### config.mk
export PLATFORM = sky130hd
export DESIGN_NAME = dma_coh_seq
export DESIGN_NICKNAME = d
export VERILOG_FILES = /design/src/rtl/dcs_pkg.sv /design/src/rtl/dcs_rst_sync.sv /design/src/rtl/dcs_cmd_reg.sv /design/src/rtl/dcs_ctrl.sv /design/src/rtl/dcs_rd_buf.sv /design/src/rtl/dma_coh_seq.sv
export SDC_FILE = /design/constraint.sdc
export NUM_CORES = 1
export LEC_CHECK = 0
export ABC_CLOCK_PERIOD_IN_PS = 4250
export BUFFER_PORTS_ARGS = -buffer_cell sky130_fd_sc_hd__buf_2
export CAP_MARGIN = 15
export CORE_AREA = 2 2 108 110
export CTS_CLUSTER_SIZE = 10
export DETAILED_ROUTE_END_ITERATION = 6
export DIE_AREA = 0 0 110 112
export PLACE_DENSITY = 0.8
export SLEW_MARGIN = 40
export SYNTH_ARGS = -nofsm -noshare
export SYNTH_HDL_FRONTEND = slang
export SYNTH_SLANG_ARGS = --single-unit
export TNS_END_PERCENT = 50
### constraint.sdc
create_clock -name clk -period 4.25 [get_ports clk]
set_input_delay 0.85 -clock clk [delete_from_list [all_inputs] [get_ports clk]]
set_output_delay 0.85 -clock clk [all_outputs]
set_load 0.1 [all_outputs]
### src/rtl/dcs_pkg.sv
package dcs_pkg;
  typedef enum logic [2:0] {
    ST_IDLE  = 3'd0,
    ST_HOLD  = 3'd1,
    ST_PROBE = 3'd2,
    ST_CHECK = 3'd3,
    ST_MEMWT = 3'd4,
    ST_DONE  = 3'd5
  } dcs_state_e;
endpackage

### src/rtl/dcs_rst_sync.sv
module dcs_rst_sync #(
  parameter int STAGES = 2
) (
  input  logic clk,
  input  logic rst_n,
  output logic rst_sync_n
);
  logic [STAGES-1:0] sr_q;

  always_ff @(posedge clk or negedge rst_n) begin
    if (!rst_n) sr_q <= '0;
    else        sr_q <= {sr_q[STAGES-2:0], 1'b1};
  end

  assign rst_sync_n = sr_q[STAGES-1];
endmodule

### src/rtl/dcs_cmd_reg.sv
module dcs_cmd_reg #(
  parameter int ADDR_W = 10,
  parameter int DATA_W = 32
) (
  input  logic              clk,
  input  logic              rst_n,
  input  logic              load,
  input  logic              in_we,
  input  logic [ADDR_W-1:0] in_addr,
  input  logic [DATA_W-1:0] in_wdata,
  output logic              cmd_we,
  output logic [ADDR_W-1:0] cmd_addr,
  output logic [DATA_W-1:0] cmd_wdata
);
  always_ff @(posedge clk or negedge rst_n) begin
    if (!rst_n) begin
      cmd_we    <= 1'b0;
      cmd_addr  <= '0;
      cmd_wdata <= '0;
    end else if (load) begin
      cmd_we    <= in_we;
      cmd_addr  <= in_addr;
      cmd_wdata <= in_wdata;
    end
  end
endmodule

### src/rtl/dcs_ctrl.sv
module dcs_ctrl
  import dcs_pkg::*;
(
  input  logic clk,
  input  logic rst_n,
  input  logic dma_req,
  input  logic cmd_we,
  input  logic hold_ack,
  input  logic tag_hit,
  input  logic mem_ack,
  output logic load,
  output logic hold_req,
  output logic cache_en,
  output logic cache_we,
  output logic inval_valid,
  output logic mem_req,
  output logic chk_cap,
  output logic mem_cap,
  output logic dma_done
);
  dcs_state_e st_q, st_d;
  logic       mdone_q, mdone_d;
  logic       ack_now;

  assign ack_now = mem_req & mem_ack;

  // next-state logic
  always_comb begin
    st_d = st_q;
    unique case (st_q)
      ST_IDLE:  if (dma_req)  st_d = ST_HOLD;
      ST_HOLD:  if (hold_ack) st_d = ST_PROBE;
      ST_PROBE: st_d = ST_CHECK;
      ST_CHECK: begin
        if (cmd_we) st_d = ack_now ? ST_DONE : ST_MEMWT;
        else        st_d = (mdone_q | ack_now) ? ST_DONE : ST_MEMWT;
      end
      ST_MEMWT: if (ack_now)  st_d = ST_DONE;
      ST_DONE:  st_d = ST_IDLE;
      default:  st_d = ST_IDLE;
    endcase
  end

  always_comb begin
    mdone_d = mdone_q;
    if (load)         mdone_d = 1'b0;
    else if (ack_now) mdone_d = 1'b1;
  end

  // state registers
  always_ff @(posedge clk or negedge rst_n) begin
    if (!rst_n) begin
      st_q    <= ST_IDLE;
      mdone_q <= 1'b0;
    end else begin
      st_q    <= st_d;
      mdone_q <= mdone_d;
    end
  end

  // outputs decoded from state
  always_comb begin
    load        = (st_q == ST_IDLE) & dma_req;
    hold_req    = (st_q == ST_HOLD) | (st_q == ST_PROBE) |
                  (st_q == ST_CHECK) | (st_q == ST_MEMWT);
    cache_we    = (st_q == ST_CHECK) & cmd_we & tag_hit;
    cache_en    = (st_q == ST_PROBE) | cache_we;
    inval_valid = cache_we;
    mem_req     = ((st_q == ST_PROBE) & ~cmd_we) |
                  ((st_q == ST_CHECK) & (cmd_we | ~mdone_q)) |
                  (st_q == ST_MEMWT);
    chk_cap     = (st_q == ST_CHECK) & ~cmd_we;
    mem_cap     = ack_now & ~cmd_we;
    dma_done    = (st_q == ST_DONE);
  end
endmodule

### src/rtl/dcs_rd_buf.sv
module dcs_rd_buf #(
  parameter int DATA_W = 32
) (
  input  logic              clk,
  input  logic              rst_n,
  input  logic              chk_cap,
  input  logic              tag_hit,
  input  logic [DATA_W-1:0] cache_rdata,
  input  logic              mem_cap,
  input  logic [DATA_W-1:0] mem_rdata,
  output logic [DATA_W-1:0] rdata
);
  logic [DATA_W-1:0] cbuf_q, mbuf_q;
  logic              hit_q;

  always_ff @(posedge clk or negedge rst_n) begin
    if (!rst_n) begin
      cbuf_q <= '0;
      hit_q  <= 1'b0;
    end else if (chk_cap) begin
      cbuf_q <= cache_rdata;
      hit_q  <= tag_hit;
    end
  end

  always_ff @(posedge clk or negedge rst_n) begin
    if (!rst_n)       mbuf_q <= '0;
    else if (mem_cap) mbuf_q <= mem_rdata;
  end

  assign rdata = hit_q ? cbuf_q : mbuf_q;
endmodule

### src/rtl/dma_coh_seq.sv
module dma_coh_seq #(
  parameter int ADDR_W = 10,
  parameter int IDX_W  = 4,
  parameter int DATA_W = 32,
  localparam int TAG_W = ADDR_W - IDX_W
) (
  input  logic              clk,
  input  logic              rst_n,
  input  logic              dma_req,
  input  logic              dma_we,
  input  logic [ADDR_W-1:0] dma_addr,
  input  logic [DATA_W-1:0] dma_wdata,
  output logic              dma_done,
  output logic [DATA_W-1:0] dma_rdata,
  output logic              hold_req,
  input  logic              hold_ack,
  output logic              cache_en,
  output logic              cache_we,
  output logic [IDX_W-1:0]  cache_idx,
  output logic [DATA_W-1:0] cache_wdata,
  input  logic [TAG_W-1:0]  cache_rtag,
  input  logic [DATA_W-1:0] cache_rdata,
  output logic              mem_req,
  output logic              mem_we,
  output logic [ADDR_W-1:0] mem_addr,
  output logic [DATA_W-1:0] mem_wdata,
  input  logic              mem_ack,
  input  logic [DATA_W-1:0] mem_rdata,
  output logic              inval_valid,
  output logic [ADDR_W-1:0] inval_addr
);
  logic              srst_n;
  logic              load, cmd_we, tag_hit, chk_cap, mem_cap;
  logic [ADDR_W-1:0] cmd_addr;
  logic [DATA_W-1:0] cmd_wdata;

  dcs_rst_sync #(.STAGES(2)) rst_i (
    .clk(clk), .rst_n(rst_n), .rst_sync_n(srst_n)
  );

  dcs_cmd_reg #(.ADDR_W(ADDR_W), .DATA_W(DATA_W)) cmd_i (
    .clk(clk), .rst_n(srst_n), .load(load),
    .in_we(dma_we), .in_addr(dma_addr), .in_wdata(dma_wdata),
    .cmd_we(cmd_we), .cmd_addr(cmd_addr), .cmd_wdata(cmd_wdata)
  );

  // tag compare on the address bits above the index
  assign tag_hit = (cache_rtag == cmd_addr[ADDR_W-1:IDX_W]);

  dcs_ctrl ctrl_i (
    .clk(clk), .rst_n(srst_n), .dma_req(dma_req), .cmd_we(cmd_we),
    .hold_ack(hold_ack), .tag_hit(tag_hit), .mem_ack(mem_ack),
    .load(load), .hold_req(hold_req), .cache_en(cache_en),
    .cache_we(cache_we), .inval_valid(inval_valid), .mem_req(mem_req),
    .chk_cap(chk_cap), .mem_cap(mem_cap), .dma_done(dma_done)
  );

  dcs_rd_buf #(.DATA_W(DATA_W)) rbuf_i (
    .clk(clk), .rst_n(srst_n), .chk_cap(chk_cap), .tag_hit(tag_hit),
    .cache_rdata(cache_rdata), .mem_cap(mem_cap), .mem_rdata(mem_rdata),
    .rdata(dma_rdata)
  );

  assign cache_idx   = cmd_addr[IDX_W-1:0];
  assign cache_wdata = cmd_wdata;
  assign mem_we      = cmd_we;
  assign mem_addr    = cmd_addr;
  assign mem_wdata   = cmd_wdata;
  assign inval_addr  = cmd_addr;
endmodule

# After elaboration in Yosys (flattened, before gate mapping)
# Index checks and enable logic that the tools add are counted.
[op_classes]
n_eq_ne = 9
n_mux = 10
bitwise_logic = 18
reduce_logical = 3
[op_table]
columns = ["operator", "count"]
rows = [
  ["$mux 32", 1],
  ["$pmux 3 s5", 1],
  ["$mux 3", 4],
  ["$and 1x1->1", 8],
  ["$or 1x1->1", 8],
  ["$eq 3x2->1 const B", 2],
  ["$eq 3x3->1 const B", 2],
  ["$eq 6x6->1", 1],
  ["$mux 1", 4],
  ["$ne 2x2->1 const B", 2],
  ["$eq 3x1->1 const B", 1],
  ["$logic_not 3->1", 1],
  ["$reduce_and 3->1", 1],
  ["$ne 2x1->1 const B", 1],
  ["$not 1->1", 2],
  ["$reduce_bool 2->1", 1],
]
[word_totals]
out_inout_bits = 127
reg_bits = 114
elab_cells = 49
inputBits = 118

# Longest topological paths before layout
# Gate-level depths: netlist of run 1.
[depth]
word_depth = 10
mapped_depth = 6
ltp_nobuf = 4

# Hierarchy
# Synthesis of run 1 repeated with hierarchy kept, for this count alone.
[hier_totals]
hier_cells = 361
hier_area_um2 = 5856.9
[modules_own_cells]
columns = ["mod", "seq_area_each_um2", "n_inst", "cells_each", "area_per_inst_um2"]
rows = [
  ["dcs_rd_buf", 1626.6, 1, 174, 3266.9],
  ["dcs_cmd_reg", 1076.0, 1, 91, 1801.7],
  ["dma_coh_seq", 0.0, 1, 54, 414.1],
  ["dcs_ctrl", 100.1, 1, 39, 320.3],
  ["dcs_rst_sync", 50.0, 1, 3, 53.8],
]

# Worst setup path before layout of run 1
# OpenSTA, ideal clock, no wires.
[synth_path]
path_type = "flip-flop to output port"
from = "reg cmd_i.cmd_addr[5]"
to = "out inval_valid"
n_path_buf = 1
required_time_ps = 3400
path_stages_with_launch = 6
t_arrival_ps = 3993
path_slack_ps = -593
path_cell_list = "dfrtp_1 > xor2_1 > nor2_1 > nand3_1 > nor3_1 > buf_4"
[synth_between]
elab_chain_len = 2
[synth_lines]
columns = ["item", "line_no", "text"]
rows = [
  ["from (decl)", "dcs_cmd_reg.sv:12", "output logic [ADDR_W-1:0] cmd_addr,"],
  ["from (signal assigned)", "dcs_cmd_reg.sv:22", "cmd_addr <= in_addr;"],
  ["$eq 6x6->1", "dma_coh_seq.sv:48", "assign tag_hit = (cache_rtag == cmd_addr[ADDR_W-1:IDX_W]);"],
  ["$and 1x1->1", "dcs_ctrl.sv:66", "cache_we = (st_q == ST_CHECK) & cmd_we & tag_hit;"],
  ["to (decl)", "dma_coh_seq.sv:29", "output logic inval_valid,"],
]
# No other way between the ends.

# Worst setup path in the final report of run 1
[layout_path]
from = "reg cmd_i.cmd_we"
to = "out mem_req"
[layout_between]
elab_chain_len = 4
elab_cells_between_ends = 6
classes_between = "bitwise: 6"
[layout_lines]
columns = ["item", "line_no", "text"]
rows = [
  ["from (decl)", "dcs_cmd_reg.sv:11", "output logic cmd_we,"],
  ["from (signal assigned)", "dcs_cmd_reg.sv:21", "cmd_we <= in_we;"],
  ["$or 1x1->1 / $not 1->1 (equally long branches)", "dcs_ctrl.sv:70, dcs_ctrl.sv:69", ""],
  ["$and 1x1->1 (on tied branches)", "dcs_ctrl.sv:70, dcs_ctrl.sv:69", ""],
  ["$or 1x1->1 *", "dcs_ctrl.sv:69", "mem_req = ((st_q == ST_PROBE) & ~cmd_we) |"],
  ["$or 1x1->1 *", "dcs_ctrl.sv:70", "((st_q == ST_CHECK) & (cmd_we | ~mdone_q)) |"],
  ["to (decl)", "dma_coh_seq.sv:23", "output logic mem_req,"],
]
# Mark *: on every way between the ends. The rest lies on a longest branch, timed or not.

==> summary.md, run 1 <==
| Metric | Value |
|---|---|
| Outcome | `completed` |
| Clk_skew | `0.01177 ns` |
| Max-slew violations | `0` |
| Top FF cell, synth | `dfrtp_1` |
| Vias in the first global route | `approximately 3,700` |
| Resize count post-CTS | `0` |
| DR vias | `~3,500` |
| Ys Warns | `0` |
| Commonest non-fill, non-tap cell in the layout | `buf_2` |
| Hold_buf cts | `0` |
| Port Buffers | `about 240` |
| Area Overhead vs Synth | `32.32%` |
| Total length of routed wires | `between 10,000 and 15,000 um` |
| Critical Path AT | `2.11 ns` |
| Row cnt | `39` |
| Num CTS Buffers | `17` |
| Setup bufs post-CTS | `0` |
| DP HPWL | `8603 um` |
| FF-to-FF Start | `ctrl_i.st_q[0]$_DFFE_PN0P_` |
| Vias/cell | `between 4 and 5` |
| Crit-path max cell delay | `roughly 0.53 ns` |
| CP Max Fanout | `6` |
| DRC viols | `0` |
| Routed length per instance | `about 16 um` |
| Worst Tran Pin Value | `between 0.5 and 0.6 ns` |
| Clk sinks | `between 100 and 150` |
| Grt ovf | `0` |
| Total of max-cap violations | `0` |
| Crit. End Element | `output port` |
| Mapped cell area | `5161 um2` |
| TritonCTS clock tree | `built` |
| Async SR Flop Fraction | `1.000` |
| Starting Density | `0.4619` |
| Longest Clk Path Bufs | `2` |
| Mapped Cells | `365` |
| Fill cells | `between 800 and 900` |
| Drt pass-1 iters | `4` |
| Number of DRC markers in iteration 0 | `90` |
| H-tree levels | `4` |
| RSZ-0062 raised after global routing | `false` |
| R2R cell count | `4` |
| GP Congestion | `about 0.78` |
| Proportion of layout cells with a drive suffix above 1 | `0.7243` |
| R2r endpoint | `rbuf_i.mbuf_q[27]$_DFFE_PN0P_` |
| Nets | `about 690` |
| Slowest CP cell | `dfrtp_1` |
| Die width | `approximately 110 um` |
| # setup viols final | `0` |
| Antenna Nets Post-Route | `0` |
| Post-route insts no fill | `between 700 and 800` |
| Syn Nets | `between 400 and 500` |
| First-pass GRT wire length | `between 15,000 and 20,000 um` |
| Final min period | `~3.0 ns` |
| Worst EP required | `approximately 3.4 ns` |
| Die ar. | `roughly 12,000 um2` |
| Synth Register Bits | `between 100 and 150` |
| Largest net degree at the start of global routing | `46` |
| Placed Cells | `695` |
| Reg-to-reg slack, setup | `~2.1 ns` |
| Clk_lat worst skew | `approximately 0.4 ns` |
| Fin. Hold Viols | `0` |
| Max Clk Rate | `0.3377 GHz` |
| Crit start category | `register` |
| Worst slew margin | `0.6296` |
| Unique masters post-synth | `29` |
| Hold crit path type | `in2async` |
| Post-Syn Area per Cell | `roughly 14 um2` |
| Post-synth EDFFs | `0` |
| Number of antenna violations at the first check in global routing | `1` |
| CORE AREA | `~11,000 um2` |
| Die Span Y | `112 um` |
| Tcrit/Tclk final | `0.6967` |
| Seq/Total Area, Yosys | `0.5527` |
| Most frequent cells in the layout | `244 x buf_2, 136 x mux2_2, 113 x dfrtp_1, 17 x clkbuf_16` |
| Clock root buffer | `clkbuf_16` |
| Clock-pin slew on the worst setup and hold paths | `about 0.050 ns` |
| Tot GR Track Use | `0.1944` |
| IO Count | `245` |
| Critical Setup Path Class | `reg2out` |
| Worst path cell trace | `inv_1 > and3_1 > o31ai_1 > buf_2` |
-- metrics by stage --
stage	util	setup slack, ns	hold WS [ns]	area, um2	TNS [ns]
global route	0.6111	1.226	0.2065	6829	0
global placement	0.5511	1.370	0.3402	6158	0
floorplan	-	-0.3182	0.3312	5166	-0.3182
CTS	0.6109	1.321	0.2057	6827	0
finish	0.6111	1.289	0.2193	6829	0
detailed placement	0.5567	1.323	0.2626	6221	0
-- cells by family after synthesis --
logic type,share of synthesized area
buffers and inverters,0.09067
AND/OR/NAND/NOR,0.02448
other,0.0007266
flip-flops,0.5527
multiplexers,0.3030
AO/OA/AOI/OAI,0.01649
XOR/XNOR,0.01188
-- routing by layer --
layer | vias to the layer above | global-route usage | part of all wire
met4 | 0 | 0.08523 | 0.020
met5 | - | 0 | 0
met2 | 171 | 0.3427 | 0.51
met1 | 1700 | 0.2108 | 0.38
li1 | 1634 | - | -
met3 | 17 | 0.05972 | 0.088
-- how the worst max path moves through the flow --
stage | from | to | slack [ns] | depth (start not counted)
3_5_place_dp | cache_rtag[5] | cache_we | 1.32 | 6
4_1_cts | cache_rtag[3] | cache_we | 1.32 | 6
5_1_grt | cmd_i.cmd_we$_DFFE_PN0P_ | mem_req | 1.23 | 4
6_report | cmd_i.cmd_we$_DFFE_PN0P_ | mem_req | 1.29 | 4
3_3_place_gp | cache_rtag[3] | inval_valid | 1.37 | 6
2_1_floorplan | cmd_i.cmd_we$_DFFE_PN0P_ | mem_req | -0.32 | 3
-- critical path: cells and delay by family, from the launching register on --
| family | cells | cell delay [ns] |
|---|---|---|
| DFF | 1 | 0.53 |
| buffers and inverters | 2 | 0.66 |
| AOI/OAI and AO/OA | 1 | 0.33 |
| and+or+nand+nor | 1 | 0.20 |
-- final cells by class --
type | instances | area [um2] | share of cell area
diodes | 1 | 2.502 | 0.0003664
clock buffers | 22 | 474.2 | 0.06944
clock inverters | 10 | 131.4 | 0.01924
inverters | 4 | 15.01 | 0.002199
multi-input cells | 183 | 1857 | 0.2719
flip-flops and latches | 114 | 2856 | 0.4183
well taps | 143 | 178.9 | 0.02620
repair buffers | 251 | 1314 | 0.1924
-- synthesized netlist by cell type (all sizes together), types with 4 or more instances --
cell type / n / area (um2)
a21oi: 4 / 20.02
buf: 59 / 434.2
clkbuf: 5 / 18.77
dfrtp: 114 / 2853
inv: 4 / 15.01
mux2: 138 / 1554
nand2: 5 / 18.77
nor2: 7 / 28.78
o21ai: 4 / 20.02
xor2: 6 / 52.55
-- sequential cells by signal (all words and copies together) (netlist names) --
name / cells
cmd_i.cmd_we: 1
ctrl_i.st_q: 3
rbuf_i.mbuf_q: 32
cmd_i.cmd_wdata: 32
cmd_i.cmd_addr: 10
ctrl_i.mdone_q: 1
rbuf_i.cbuf_q: 32
rst_i.sr_q: 2
rbuf_i.hit_q: 1
Power of run 1 is not shown: default switching activity piles up to over one toggle a cycle in this logic, so the estimate is an artifact.
==> run 2: changes to the inputs <==
- ABC_AREA: not set -> 1
- ABC_CLOCK_PERIOD_IN_PS: 4250 -> 2450
- CORE_AREA: 2 2 108 110 -> 2 2 115 117
- DIE_AREA: 0 0 110 112 -> 0 0 117 119
- PLACE_DENSITY: 0.8 -> 0.76
- clock period: 4.25 -> 2.45 ns (I/O delays scaled with it)
==> summary.md, run 2 <==
| Metric | Value |
|---|---|
| Max-slew violations | `0 (unchanged)` |
| Unique masters post-synth | `22 (-24%)` |
| Starting Density | `0.4171 (-0.04477)` |
| Vias/cell | `4.695 (-2.9%)` |
| Outcome | `completed` |
| Most frequent cells in the layout | `301 x nand2_1, 208 x buf_2, 113 x dfrtp_1, 36 x buf_12, 34 x nand4_1` |
| CP Max Fanout | `5 (-1)` |
| Share of Yosys cell area claimed by the top area cell type | `0.5312 (-0.02151)` |
| Tot GR Track Use | `0.2120 (+0.01766)` |
| Hold crit path type | `in2reg` |
| Clock root buffer | `clkbuf_16` |
| Worst slew margin | `0.4964 (-0.1333)` |
| Syn Nets | `736 (+52%)` |
| Worst EP required | `1.96 ns (-1.44 ns)` |
| Synth area leader | `dfrtp_1` |
| Drt pass-1 iters | `5 (+1)` |
| Synth Register Bits | `114 (unchanged)` |
| RSZ-0062 raised after global routing | `false` |
| Clock-pin slew on the worst setup and hold paths | `0.05 ns (about the same)` |
| Nets | `931 (+35%)` |
| Fill cells | `1,108 (+26%)` |
| Fin. Hold Viols | `0 (unchanged)` |
| Setup WS pre-CTS | `0.2390 ns (-1.084 ns)` |
| Synth top cells by count | `302 x nand2_1, 114 x dfrtp_1, 48 x buf_4` |
| Port Buffers | `244 (unchanged)` |
| Longest Clk Path Bufs | `2 (unchanged)` |
| Critical Path AT | `1.86 ns (-0.25 ns)` |
| Die ar. | `13,920 um2 (+13%)` |
| Clk_skew | `0.005131 ns (-0.006640 ns)` |
| Post-synth EDFFs | `0 (unchanged)` |
| CORE AREA | `12,870 um2 (+15%)` |
| Die width | `117 um (+6.4%)` |
| Number of antenna violations at the first check in global routing | `2 (+1)` |
| Area Overhead vs Synth | `41.31%` |
| Biggest regs | `cmd_i.cmd_wdata (32), rbuf_i.cbuf_q (32), rbuf_i.mbuf_q (32)` |
| Routed length per instance | `14.27 um (-12%)` |
| Mapped cell area | `5370 um2 (+4.0%)` |
| Seq/Total Area, Yosys | `0.5312 (-0.02151)` |
| Total length of routed wires | `14,330 um (+21%)` |
| Clk_lat worst skew | `0.41 ns (about the same)` |
| DR vias | `4,714 (+34%)` |
| Vias in the first global route | `4,588 (+23%)` |
| Antenna Nets Post-Route | `0 (unchanged)` |
| Mapped Cells | `618 (+69%)` |
| Critical Setup Path Class | `reg2out` |
| GP Congestion | `0.8096 (+4.0%)` |
| IO Count | `245 (unchanged)` |
| Proportion of layout cells with a drive suffix above 1 | `0.3995 (-0.3248)` |
| Crit. End Element | `output port` |
| Post-Place Cell Area | `6895 um2 (+11%)` |
| DRC viols | `0 (unchanged)` |
| Crit start category | `register` |
| DP HPWL | `9957 um (+16%)` |
| Num CTS Buffers | `17 (unchanged)` |
| Most frequent cell after synthesis | `nand2_1` |
| # setup viols final | `0 (unchanged)` |
| Post-route cell area | `7589 um2 (+11%)` |
| Post-route insts no fill | `1,004 (+38%)` |
| PnR worst setup slack | `0.09897 ns (-1.190 ns)` |
| Async SR Flop Fraction | `1.000 (unchanged)` |
| Number of DRC markers in iteration 0 | `375 (+320%)` |
| Tcrit/Tclk final | `0.9596` |
| Die Span Y | `119 um (+6.3%)` |
| Clk sinks | `114 (unchanged)` |
| H-tree levels | `4 (unchanged)` |
| Top FF cell, synth | `dfrtp_1` |
| Row cnt | `42 (+7.7%)` |
| Worst Tran Pin Value | `0.7544 ns (+0.1988 ns)` |
| Final min period | `~2.4 ns` |
| Grt ovf | `0 (unchanged)` |
| TritonCTS clock tree | `built` |
| Placed Cells | `967 (+39%)` |
| Commonest non-fill, non-tap cell in the layout | `nand2_1` |
| Max Clk Rate | `roughly 0.43 GHz` |
| Ys Warns | `0 (unchanged)` |
| Largest net degree at the start of global routing | `50 (+8.7%)` |
| First-pass GRT wire length | `22,650 um (+25%)` |
| Synth top area cells | `dfrtp_1 53%, nand2_1 21%, buf_4 6.7%` |
| Total of max-cap violations | `0 (unchanged)` |
| Post-Syn Area per Cell | `8.690 um2 (-39%)` |
[run 2: changes by cell type in the layout (fill, tap and decap cells not counted), moves of 11 or more]
cell	previous run	this run
nand2_1	5	301
mux2_2	136	32
nand4_1	1	34
buf_2	244	208
inv_1	4	15
buf_12	1	36
[run 2: path summary, 6_finish.rpt]
check                                              start                        endpoint  slack, ns  depth (start not counted)
setup / recovery           cmd_i.cmd_addr[5]$_DFFE_PN0P_                        cache_we        0.1                          6
min in group asynchronous        rst_i.sr_q[1]$_DFF_PN0_   rbuf_i.cbuf_q[19]$_DFFE_PN0P_       0.35                          1
hold / removal                              dma_wdata[1]  cmd_i.cmd_wdata[1]$_DFFE_PN0P_       0.27                          3
max in group asynchronous        rst_i.sr_q[1]$_DFF_PN0_    rbuf_i.mbuf_q[3]$_DFFE_PN0P_       1.56                          2
hold reg to reg                  rst_i.sr_q[1]$_DFF_PN0_   rbuf_i.cbuf_q[19]$_DFFE_PN0P_       0.35                          1
setup reg to reg                cmd_i.cmd_we$_DFFE_PN0P_   rbuf_i.mbuf_q[23]$_DFFE_PN0P_       0.70                          5
[run 2: cell families after synthesis]
logic type,Yosys count,synth area share
AND/OR/NAND/NOR,361,0.2798
flip-flops,114,0.5312
buffers and inverters,100,0.1118
multiplexers,32,0.06710
AO/OA/AOI/OAI,10,0.009320
other,1,0.0006983
[run 2: worst max-delay path: stages, from the launching register on]
cell	delay, ns
dfrtp_1	0.41
or2_2	0.32
a21oi_2	0.17
nand4_1	0.11
buf_4	0.17
inv_2	0.09
buf_12	0.18
[run 2: cell type report]
type                       count  area, um2  share of cell area
timing repair buffer         256       1854              0.2444
multi-input combinational    404       1923              0.2534
inverter                      20      75.07            0.009893
sequential                   114       2856              0.3764
clock buffer                  23      478.0             0.06298
antenna                        2      5.005           0.0006595
tap                          176      220.2             0.02902
clock inverter                 9      176.4             0.02325
[run 2: repair_timing]
item                                    in CTS  in global routing
hold endpoints to repair                     2                  0
buffers inserted                             0                  2
hold buffers                                 1                  0
pin swaps                                    1                  2
endpoints found under the setup margin       3                  4
gates resized for setup                      3                  1
[run 2: layer usage]
metal  up-vias  routed length, um  share of wire  global-route usage
met5         -                  0              0                   0
li1       2292                  -              -                   -
met3        26               1089          0.076             0.06565
met4         0                315          0.022             0.08750
met1      2195               5704           0.40              0.2571
met2       201               7218           0.50              0.3479
[run 2: metrics by stage]
step,setup TNS (ns),hold WS (ns),util
CTS,0,0.2474,0.5877
detailed placement,0,0.2807,0.5356
finish,0,0.2721,0.5894
global placement,0,0.2781,0.5340
global route,0,0.2549,0.5892
floorplan,-0.8995,0.1944,-
Power of run 2 is left out for the same reason.
